### config.mk
export PLATFORM = sky130hd
export DESIGN_NAME = aux_cpu_seq
export DESIGN_NICKNAME = d
export VERILOG_FILES = /design/src/rtl/aux_seq_pkg.sv /design/src/rtl/aux_seq_cfg.sv /design/src/rtl/aux_seq_fsm.sv /design/src/rtl/aux_seq_halt.sv /design/src/rtl/aux_cpu_seq.sv
export SDC_FILE = /design/constraint.sdc
export NUM_CORES = 1
export LEC_CHECK = 0
export BUFFER_PORTS_ARGS = -buffer_cell sky130_fd_sc_hd__clkbuf_2
export CAP_MARGIN = 20
export CORE_MARGIN = 2
export CORE_UTILIZATION = 35
export CTS_CLUSTER_DIAMETER = 60
export DETAILED_ROUTE_END_ITERATION = 8
export GPL_TIMING_DRIVEN = 1
export REMOVE_ABC_BUFFERS = 1
export SLEW_MARGIN = 25
export SYNTH_ARGS = -nofsm -noshare
export SYNTH_HDL_FRONTEND = slang
export SYNTH_SLANG_ARGS = --single-unit
### constraint.sdc
create_clock -name clk -period 3.4 [get_ports clk]
set_clock_uncertainty 0.05 [all_clocks]
set_input_delay 0.17 -clock clk [delete_from_list [all_inputs] [get_ports clk]]
set_output_delay 0.17 -clock clk [all_outputs]
set_load 0.005 [all_outputs]
### src/rtl/aux_seq_pkg.sv
package aux_seq_pkg;
  localparam int REG_W   = 32;
  localparam int RDLY_W  = 6;
  localparam int IDLY_W  = 6;
  localparam int GDLY_W  = 8;
  // bit layout of the configuration word (software decodes it)
  localparam int B_FORCE = 0;
  localparam int B_RDLY  = B_FORCE + 1;
  localparam int B_IDLY  = B_RDLY + RDLY_W;
  localparam int B_SHUT  = B_IDLY + IDLY_W;
  localparam int B_GDLY  = B_SHUT + 1;
  localparam int B_HOLD  = B_GDLY + GDLY_W;
  localparam int B_SEL   = B_HOLD + 1;
  localparam int B_DSRC  = B_SEL + 1;
  localparam int B_HALT  = B_DSRC + 1;
  localparam int B_SWI   = B_HALT + 1;
  localparam logic [REG_W-1:0] REG_RST = 32'h008A_0810;

  typedef enum logic [1:0] {SQ_IDLE, SQ_BOOT, SQ_RUN, SQ_STOP} sq_state_t;

  typedef struct packed {
    logic              force_clk;
    logic [RDLY_W-1:0] rdly;
    logic [IDLY_W-1:0] idly;
    logic [GDLY_W-1:0] gdly;
    logic              hold_rst;
    logic              sel_fsm;
    logic              done_rv;
  } seq_cfg_t;
endpackage

### src/rtl/aux_seq_cfg.sv
module aux_seq_cfg
  import aux_seq_pkg::*;
(
  input  logic             clk,
  input  logic             rst,
  input  logic             we,
  input  logic [REG_W-1:0] wdata,
  input  logic             halt_i,
  output seq_cfg_t         cfg_o,
  output logic [REG_W-1:0] rdata_o,
  output logic             shut_evt_o,
  output logic             halt_wr_o,
  output logic             sw_irq_o
);
  localparam int FLD_W = B_DSRC + 1;
  localparam int PAD_W = REG_W - B_HALT - 1;

  logic [FLD_W-1:0] fld_q;
  logic             swi_q;
  logic             unused_hi;

  always_ff @(posedge clk) begin
    if (rst) begin
      fld_q <= REG_RST[FLD_W-1:0];
      swi_q <= 1'b0;
    end else begin
      if (we) fld_q <= wdata[FLD_W-1:0];
      swi_q <= we & wdata[B_SWI];
    end
  end

  assign unused_hi  = ^wdata[REG_W-1:B_SWI+1];
  assign rdata_o    = {{PAD_W{1'b0}}, halt_i, fld_q};
  assign shut_evt_o = we & wdata[B_SHUT];
  assign halt_wr_o  = we & wdata[B_HALT];
  assign sw_irq_o   = swi_q;

  assign cfg_o.force_clk = fld_q[B_FORCE];
  assign cfg_o.rdly      = fld_q[B_RDLY +: RDLY_W];
  assign cfg_o.idly      = fld_q[B_IDLY +: IDLY_W];
  assign cfg_o.gdly      = fld_q[B_GDLY +: GDLY_W];
  assign cfg_o.hold_rst  = fld_q[B_HOLD];
  assign cfg_o.sel_fsm   = fld_q[B_SEL];
  assign cfg_o.done_rv   = fld_q[B_DSRC];

  AST_SWI_FROM_WRITE: assert property (@(posedge clk) disable iff (rst)
    swi_q |-> $past(we && wdata[B_SWI])) else $error("sw irq without write");
  AST_FIELDS_HOLD: assert property (@(posedge clk) disable iff (rst)
    !$past(we) |-> $stable(fld_q)) else $error("fields changed without write");
endmodule

### src/rtl/aux_seq_fsm.sv
module aux_seq_fsm
  import aux_seq_pkg::*;
#(
  parameter int RW = RDLY_W,
  parameter int IW = IDLY_W,
  parameter int GW = GDLY_W
) (
  input  logic          clk,
  input  logic          rst,
  input  logic          start_req,
  input  logic          shut_evt,
  input  logic [RW-1:0] rdly,
  input  logic [IW-1:0] idly,
  input  logic [GW-1:0] gdly,
  input  logic          force_clk,
  input  logic          hold_rst,
  output logic          cpu_rst_o,
  output logic          clk_en_o,
  output logic          start_irq_o,
  output logic          start_go_o
);
  localparam int EW = ((RW > IW) ? RW : IW) + 1;

  sq_state_t     state_q, state_d;
  logic [EW-1:0] ecnt_q, ecnt_d;
  logic [GW-1:0] gcnt_q, gcnt_d;
  logic          srst_q, srst_d;
  logic          irq_d;
  logic          cpu_rst_q, clk_en_q, irq_q;
  logic [EW-1:0] rel_pt, irq_pt, irq_tgt;

  // interrupt point: programmed count, but never before the cycle after release
  assign rel_pt  = EW'(rdly) + EW'(1);
  assign irq_pt  = EW'(idly);
  assign irq_tgt = (irq_pt > rel_pt) ? irq_pt : rel_pt;

  always_comb begin
    state_d    = state_q;
    ecnt_d     = ecnt_q;
    gcnt_d     = gcnt_q;
    srst_d     = srst_q;
    irq_d      = 1'b0;
    start_go_o = 1'b0;
    unique case (state_q)
      SQ_IDLE: begin
        if (start_req) begin
          state_d    = SQ_BOOT;
          ecnt_d     = '0;
          srst_d     = 1'b1;
          start_go_o = 1'b1;
        end
      end
      SQ_BOOT: begin
        if (shut_evt) begin
          state_d = SQ_STOP;
          gcnt_d  = '0;
        end else begin
          ecnt_d = ecnt_q + EW'(1);
          if (ecnt_q == EW'(rdly)) srst_d = 1'b0;
          if (ecnt_q == irq_tgt) begin
            irq_d   = 1'b1;
            state_d = SQ_RUN;
          end
        end
      end
      SQ_RUN: begin
        if (shut_evt) begin
          state_d = SQ_STOP;
          gcnt_d  = '0;
        end
      end
      SQ_STOP: begin
        gcnt_d = gcnt_q + GW'(1);
        if (gcnt_q == gdly) begin
          state_d = SQ_IDLE;
          srst_d  = 1'b1;
        end
      end
      default: state_d = SQ_IDLE;
    endcase
  end

  always_ff @(posedge clk) begin
    if (rst) begin
      state_q   <= SQ_IDLE;
      ecnt_q    <= '0;
      gcnt_q    <= '0;
      srst_q    <= 1'b1;
      cpu_rst_q <= 1'b1;
      clk_en_q  <= 1'b0;
      irq_q     <= 1'b0;
    end else begin
      state_q   <= state_d;
      ecnt_q    <= ecnt_d;
      gcnt_q    <= gcnt_d;
      srst_q    <= srst_d;
      cpu_rst_q <= srst_d | hold_rst;
      clk_en_q  <= (state_d != SQ_IDLE) | force_clk;
      irq_q     <= irq_d;
    end
  end

  assign cpu_rst_o   = cpu_rst_q;
  assign clk_en_o    = clk_en_q;
  assign start_irq_o = irq_q;

  AST_IRQ_SINGLE: assert property (@(posedge clk) disable iff (rst)
    irq_q |=> !irq_q) else $error("start irq longer than one cycle");
  AST_IRQ_AFTER_REL: assert property (@(posedge clk) disable iff (rst)
    irq_q |-> !srst_q) else $error("start irq before reset release");
  AST_FORCE_CLK: assert property (@(posedge clk) disable iff (rst)
    force_clk |=> clk_en_q) else $error("clock not forced on");
  AST_HOLD_RST: assert property (@(posedge clk) disable iff (rst)
    hold_rst |=> cpu_rst_q) else $error("reset hold ignored");
  AST_GATE_WITH_RST: assert property (@(posedge clk) disable iff (rst)
    $fell(clk_en_q) |-> cpu_rst_q) else $error("clock gated with reset released");
endmodule

### src/rtl/aux_seq_halt.sv
module aux_seq_halt (
  input  logic clk,
  input  logic rst,
  input  logic halt_wr,
  input  logic done_rv_sel,
  input  logic rv_done_i,
  input  logic fsm_done_i,
  input  logic start_go,
  output logic halt_o,
  output logic wake_go_o
);
  logic done_src, evt;
  logic halt_q, wake_q;

  assign done_src = done_rv_sel ? rv_done_i : fsm_done_i;
  assign evt      = halt_wr | done_src;

  always_ff @(posedge clk) begin
    if (rst) begin
      halt_q <= 1'b0;
      wake_q <= 1'b0;
    end else begin
      halt_q <= start_go ? 1'b0 : (halt_q | evt);
      wake_q <= evt & ~halt_q & ~start_go;
    end
  end

  assign halt_o    = halt_q;
  assign wake_go_o = wake_q;

  AST_WAKE_WITH_HALT: assert property (@(posedge clk) disable iff (rst)
    wake_q |-> halt_q) else $error("wake pulse without halt");
  AST_WAKE_SINGLE: assert property (@(posedge clk) disable iff (rst)
    wake_q |=> !wake_q) else $error("wake pulse longer than one cycle");
endmodule

### src/rtl/aux_cpu_seq.sv
module aux_cpu_seq
  import aux_seq_pkg::*;
(
  input  logic             clk,
  input  logic             rst,
  input  logic             reg_we,
  input  logic [REG_W-1:0] reg_wdata,
  output logic [REG_W-1:0] reg_rdata,
  input  logic             start_req_i,
  input  logic             rv_done_i,
  input  logic             fsm_done_i,
  output logic             cpu_rst_o,
  output logic             cpu_clk_en_o,
  output logic             start_irq_o,
  output logic             sw_irq_o,
  output logic             cpu_halt_o,
  output logic             wake_go_o,
  output logic             sel_fsm_o
);
  seq_cfg_t cfg;
  logic     shut_evt, halt_wr, start_go, halt;

  aux_seq_cfg u_cfg (
    .clk        (clk),
    .rst        (rst),
    .we         (reg_we),
    .wdata      (reg_wdata),
    .halt_i     (halt),
    .cfg_o      (cfg),
    .rdata_o    (reg_rdata),
    .shut_evt_o (shut_evt),
    .halt_wr_o  (halt_wr),
    .sw_irq_o   (sw_irq_o)
  );

  aux_seq_fsm #(.RW(RDLY_W), .IW(IDLY_W), .GW(GDLY_W)) u_fsm (
    .clk         (clk),
    .rst         (rst),
    .start_req   (start_req_i),
    .shut_evt    (shut_evt),
    .rdly        (cfg.rdly),
    .idly        (cfg.idly),
    .gdly        (cfg.gdly),
    .force_clk   (cfg.force_clk),
    .hold_rst    (cfg.hold_rst),
    .cpu_rst_o   (cpu_rst_o),
    .clk_en_o    (cpu_clk_en_o),
    .start_irq_o (start_irq_o),
    .start_go_o  (start_go)
  );

  aux_seq_halt u_halt (
    .clk         (clk),
    .rst         (rst),
    .halt_wr     (halt_wr),
    .done_rv_sel (cfg.done_rv),
    .rv_done_i   (rv_done_i),
    .fsm_done_i  (fsm_done_i),
    .start_go    (start_go),
    .halt_o      (halt),
    .wake_go_o   (wake_go_o)
  );

  assign cpu_halt_o = halt;
  assign sel_fsm_o  = cfg.sel_fsm;
endmodule

Yosys cells after proc, flatten, opt, wreduce, memory -nomap -nowiden

Cells that the tools add are included.

Logic and storage cells: 66
ROM bits: 0
Bits in latches: 0
Register bits after elaboration: 49
Input port bits: 38
Bits in writable memories: 0
Memories: 0

$add $sub $neg: 3
Divide/modulo/power cells: 0
Bitwise gates (word level): 12
Mux-type cells: 21
Shift operators: 0
Eq/ne operators: 9
Reduce and logical (&&, ||, !) cells: 9
Magnitude comparators: 1
Multipliers: 0

Operators with widths:

| operator              | number |
|---|---|
| $mux W7               | 3 |
| $pmux W8 S2           | 1 |
| $pmux W7 S2           | 1 |
| $mux W2               | 5 |
| $add A8 B1 Y8 const B | 1 |
| $eq A8 B8 Y1          | 1 |
| $mux W1               | 8 |
| $mux W8               | 1 |
| $pmux W2 S4           | 1 |
| $add A6 B1 Y7 const B | 1 |
| $add A7 B1 Y7 const B | 1 |
| $eq A7 B6 Y1          | 1 |
| $eq A7 B7 Y1          | 1 |
| $gt A6 B7 Y1          | 1 |
| $reduce_bool A2 Y1    | 3 |
| $and A1 B1 Y1         | 5 |
| $eq A2 B2 Y1 const B  | 2 |
| $ne A2 B2 Y1 const B  | 2 |
| $or A1 B1 Y1          | 4 |
| $reduce_or A2 Y1      | 2 |
| $not A1 Y1            | 3 |
| $pmux W1 S3           | 1 |
| $reduce_and A3 Y1     | 1 |
| $reduce_or A3 Y1      | 1 |
| other kinds (4)       | 4 |

Logic depth before layout (Yosys ltp)

Depth in word-level cells: 9
Gate-level depth with buffers: 13

By module

Synthesis repeated with hierarchy kept, for this count alone.

Cell total of the unflattened synthesis: 324
Area total of the unflattened synthesis: 2927.8 um^2

Modules (own cells, without submodules):

| module       | area each (um^2) | seq. area each (um^2) | cells each | times used |
|---|---|---|---|---|
| aux_seq_fsm  | 1650.3           | 420.4                 | 199        | 1 |
| aux_seq_cfg  | 1197.4           | 520.5                 | 118        | 1 |
| aux_seq_halt | 80.1             | 40.0                  | 7          | 1 |

Least setup slack after synthesis

Ideal clock, no wire load.

Path kind: register -> register
From: register u_cfg.fld_q[1]
To: register u_fsm.clk_en_q (netlist: u_fsm.clk_en_o)
Path slack: 422 ps
Setup time: 114 ps
Stages on the path, launching flop included: 14
Data arrival time: 2814 ps
Period minus slack after synthesis: 2978 ps
Data required time: 3236 ps
Cell sequence: dfxtp_1 -> ha_1 -> nand3_1 -> xor2_1 -> ha_1 -> nand3_1 -> a21o_1 -> a211oi_4 -> mux2i_1 -> xnor2_1 -> nand3_1 -> o31ai_1 -> a211oi_1 -> a21o_1

Word-level cells in the longest chain between the ends: 9

Ends and longest elaborated chain:

| what                     | line              | RTL |
|---|---|---|
| start: declaration       | aux_seq_cfg.sv:18 | `logic [FLD_W-1:0] fld_q;` |
| start signal: assignment | aux_seq_cfg.sv:24 | `fld_q <= REG_RST[FLD_W-1:0];` |
| start signal: assignment | aux_seq_cfg.sv:27 | `if (we) fld_q <= wdata[FLD_W-1:0];` |
| $add A6 B1 Y7 *          | aux_seq_fsm.sv:33 | `assign rel_pt = EW'(rdly) + EW'(1);` |
| $gt A6 B7 Y1             | aux_seq_fsm.sv:35 | `assign irq_tgt = (irq_pt > rel_pt) ? irq_pt : rel_pt;` |
| $mux W7 *                | aux_seq_fsm.sv:35 |  |
| $eq A7 B7 Y1 *           | aux_seq_fsm.sv:60 | `if (ecnt_q == irq_tgt) begin` |
| $mux W2 *                | aux_seq_fsm.sv:60 |  |
| $mux W2 *                | aux_seq_fsm.sv:54 | `if (shut_evt) begin` |
| $pmux W2 S4 *            | aux_seq_fsm.sv:44 | `unique case (state_q)` |
| $reduce_bool A2 Y1 *     | aux_seq_fsm.sv:98 | `clk_en_q <= (state_d != SQ_IDLE) \| force_clk;` |
| $or A1 B1 Y1 *           | aux_seq_fsm.sv:98 |  |
| end signal: assignment   | aux_seq_fsm.sv:98 |  |
| end: declaration         | aux_seq_fsm.sv:29 | `logic cpu_rst_q, clk_en_q, irq_q;` |

Mark *: on every way between the ends. The rest lies on a longest branch, timed or not.
A chain may end at the register's enable or synchronous reset.

Final worst setup path

From: register u_cfg.fld_q[5]
To: register u_fsm.clk_en_q (netlist: u_fsm.clk_en_o)

The elaborated chain is that of the path after synthesis.

==> summary.txt <==
Run status = finished clean
RSZ-0062 raised after global routing = no
Ant diodes = 0
Primary FF master, synth = dfxtp_1
Rel. slew slack = 0.602
Fin nets = 402
Die height = 90.6 um
Gr usage total = 0.135
First-pass GRT wire length = 9270 um
P per Cell Area = 395 nW/um^2
Final HPWL DP = 4240 um
Routed vias/inst = 4.79
Slew of the pin with the lowest slew margin = 0.597 ns
Sequential element share of the synthesized area = 0.374
Worst-Skew Late Latency = 0.31 ns
Rows = 31
Unique masters post-synth = 45
WP depth = 14
Crit-path max FO = 5
Syn Area/Cell = 9.12 um^2
Reg2reg path depth = 14
Commonest non-fill, non-tap cell in the layout = clkbuf_2
I/O pin cnt = 77
Max Root-Sink Buffers = 2
Fin crit period = 3.09 ns
Ratio of cells with drive above 1 in the final layout = 0.259
Hold path depth = 2
Antenna Nets Post-Route = 0
Setup slack at placement = 0.179 ns
Leak = 1.41 nW
Xor/xnor cell area share of the yosys netlist = 0.117
DR pass1 iterations = 4
Max-Cap Viols = 0
Post-synthesis cell count = 288
Yosys top cell area share = 0.374
Worst EP required = 3.56 ns
Yosys warning count = 0
P&R area growth vs syn = 18.9%
Largest cells by area after synthesis = dfxtp_1 37%, mux2i_1 9.9%, xnor2_1 6.3%
FMAX = 0.324 GHz
Largest family of logic cells by synthesized area = simple AND/OR/NAND/NOR gates
Setup CP Type = register to register
Htree depth = 2
Vias in the first global route = 2,020
Final instance area = 3120 um^2
Num CTS Buffers = 5
Setup_tns = 0 ns
HP Class = primary input to register
Initial DRC count = 69
Worst Path Buf+Inv = 1
Setup WS post-layout = 0.313 ns
VDD IR max = 0.182 mV
DP Area = 3010 um^2
Grt ovf = 0
Clock transition at path regs = 0.10 ns
Hold_buf cts = 0
Crit end category = register
Initial core utilization = 0.362
Final setup violating endpoints = 0
Yosys top cell by area = dfxtp_1
Top delay family on crit path = compound AO/OA/AOI/OAI gates
Area fraction in and, or, nand and nor cells after synthesis = 0.172
DR DRC count = 0
Die area = 8210 um^2
Number of synthesized flops with an enable pin = 0
Worst-path cell chain = and3_1 > nand3_1 > xor2_1 > ha_1 > nand3_1 > a21o_1 > a211oi_4 > buf_4 > mux2i_1 > xor2_1 > nand4_1 > o31ai_1 > a211oi_1 > a21o_1
Hold Fails Final Rpt = 0
Fill cell count = 788
Commonest non-fill, non-tap cells in the layout = 65 x clkbuf_2, 47 x dfxtp_1, 36 x nor2_1
Post-synthesis mux area share = 0.0991
WP data arrival = 3.25 ns
Initial antenna violation count = 0
# port buffers = 65
CTS sink count = 49
Startpoint types = register
Routed wire per std cell = 12.4 um
Core ar. = 7250 um^2
Post-Syn Area = 2630 um^2
Root Buffer = clkbuf_8
CTS tree = built
Routability cong. = 0.879
Area share of fa/ha/maj cells after synthesis = 0.0619
Max stage delay on crit path = 0.39 ns
Asr flop ratio synth = 0
Die Wd = 90.6 um
Post-synthesis register bit count = 49
Synth Area in Compound Gates = 0.105
Largest net degree at the start of global routing = 33
Max-slew violations = 0
DR vias = 2,160
CP max-delay cell = dfxtp_2
Final worst path period share = 0.908
Final wirelength = 5590 um
-- synth_stat cells, types with 3 or more instances --
cell and number:
dfxtp_1 49, nor2_1 36, mux2i_1 26, xnor2_1 19, inv_1 16, xor2_1 16
ha_1 13, buf_4 11, nand2_1 10, nand3_1 10, nand4_1 10, a21oi_1 9
clkbuf_1 6, nand2b_1 4, nor2b_1 4, o21ai_0 4, a211o_1 3, a21o_1 3
and3_1 3, buf_1 3
-- power breakdown --
group	internal (mW)	total [mW]	switching [mW]
logic	0.122	0.246	0.124
registers	0.601	0.625	0.0237
clock network	0.146	0.361	0.214
total	0.870	1.23	0.362
-- path summary, 6_finish.rpt --
path / from / end / slack [ns]
max: u_cfg.fld_q[5] / u_fsm.clk_en_o / 0.31
max reg2reg: u_cfg.fld_q[5] / u_fsm.clk_en_o / 0.31
min: reg_wdata[19] / u_cfg.fld_q[19] / 0.009
min reg2reg: u_cfg.fld_q[13] / u_cfg.fld_q[13] / 0.43
-- cell type report --
class                   count  area (um^2)  share of cell area
multi-input cells         206         1480               0.473
repair buffers             73          385               0.123
clock buffers               5         68.8              0.0220
clock inverters             3         21.3             0.00681
inverters                  16         60.1              0.0192
flip-flops and latches     49          986               0.316
well taps                  99          124              0.0397
-- repair_timing --
item	4_1_cts	5_1_grt
gates resized for setup	0	3
endpoints found under the setup margin	0	3
setup buffers	0	3
-- sequential cells by signal, indices dropped and copies added (netlist names) --
| register | cells |
|---|---|
| u_fsm.clk_en_o | 1 |
| u_cfg.fld_q | 25 |
| u_fsm.start_irq_o | 1 |
| u_fsm.ecnt_q | 7 |
| u_fsm.cpu_rst_o | 1 |
| u_fsm.srst_q | 1 |
| u_halt.halt_o | 1 |
| u_halt.wake_go_o | 1 |
| u_fsm.gcnt_q | 8 |
| u_fsm.state_q | 2 |
| u_cfg.sw_irq_o | 1 |
-- per-stage QoR --
step | cells | hold WS, ns | utilization | power, mW
after global routing | 451 | 0.0109 | 0.431 | 1.30
after detailed placement | 440 | 0.337 | 0.414 | 0.878
after global placement | 440 | 0.331 | 0.414 | 0.875
final | 451 | 0.00851 | 0.431 | 1.23
after CTS | 448 | 0.00455 | 0.427 | 1.24
after floorplan | 271 | 0.188 | - | 0.784
-- logic make-up (layout without fill, tap and decap cells) --
family,count (synthesis),count (layout)
flip-flops,49,49
AO/OA/AOI/OAI,37,37
other,1,6
XOR/XNOR,35,35
buffers and inverters,38,97
adder cells (fa/ha/maj),13,13
multiplexers,26,26
AND/OR/NAND/NOR,89,89
-- per-layer routing --
layer,track usage,wire length (um)
met5,0,0
met3,0.0275,240
met2,0.243,2800
met4,0.0308,38
met1,0.165,2520
No activity file was read; power rests on OpenSTA's default activity.
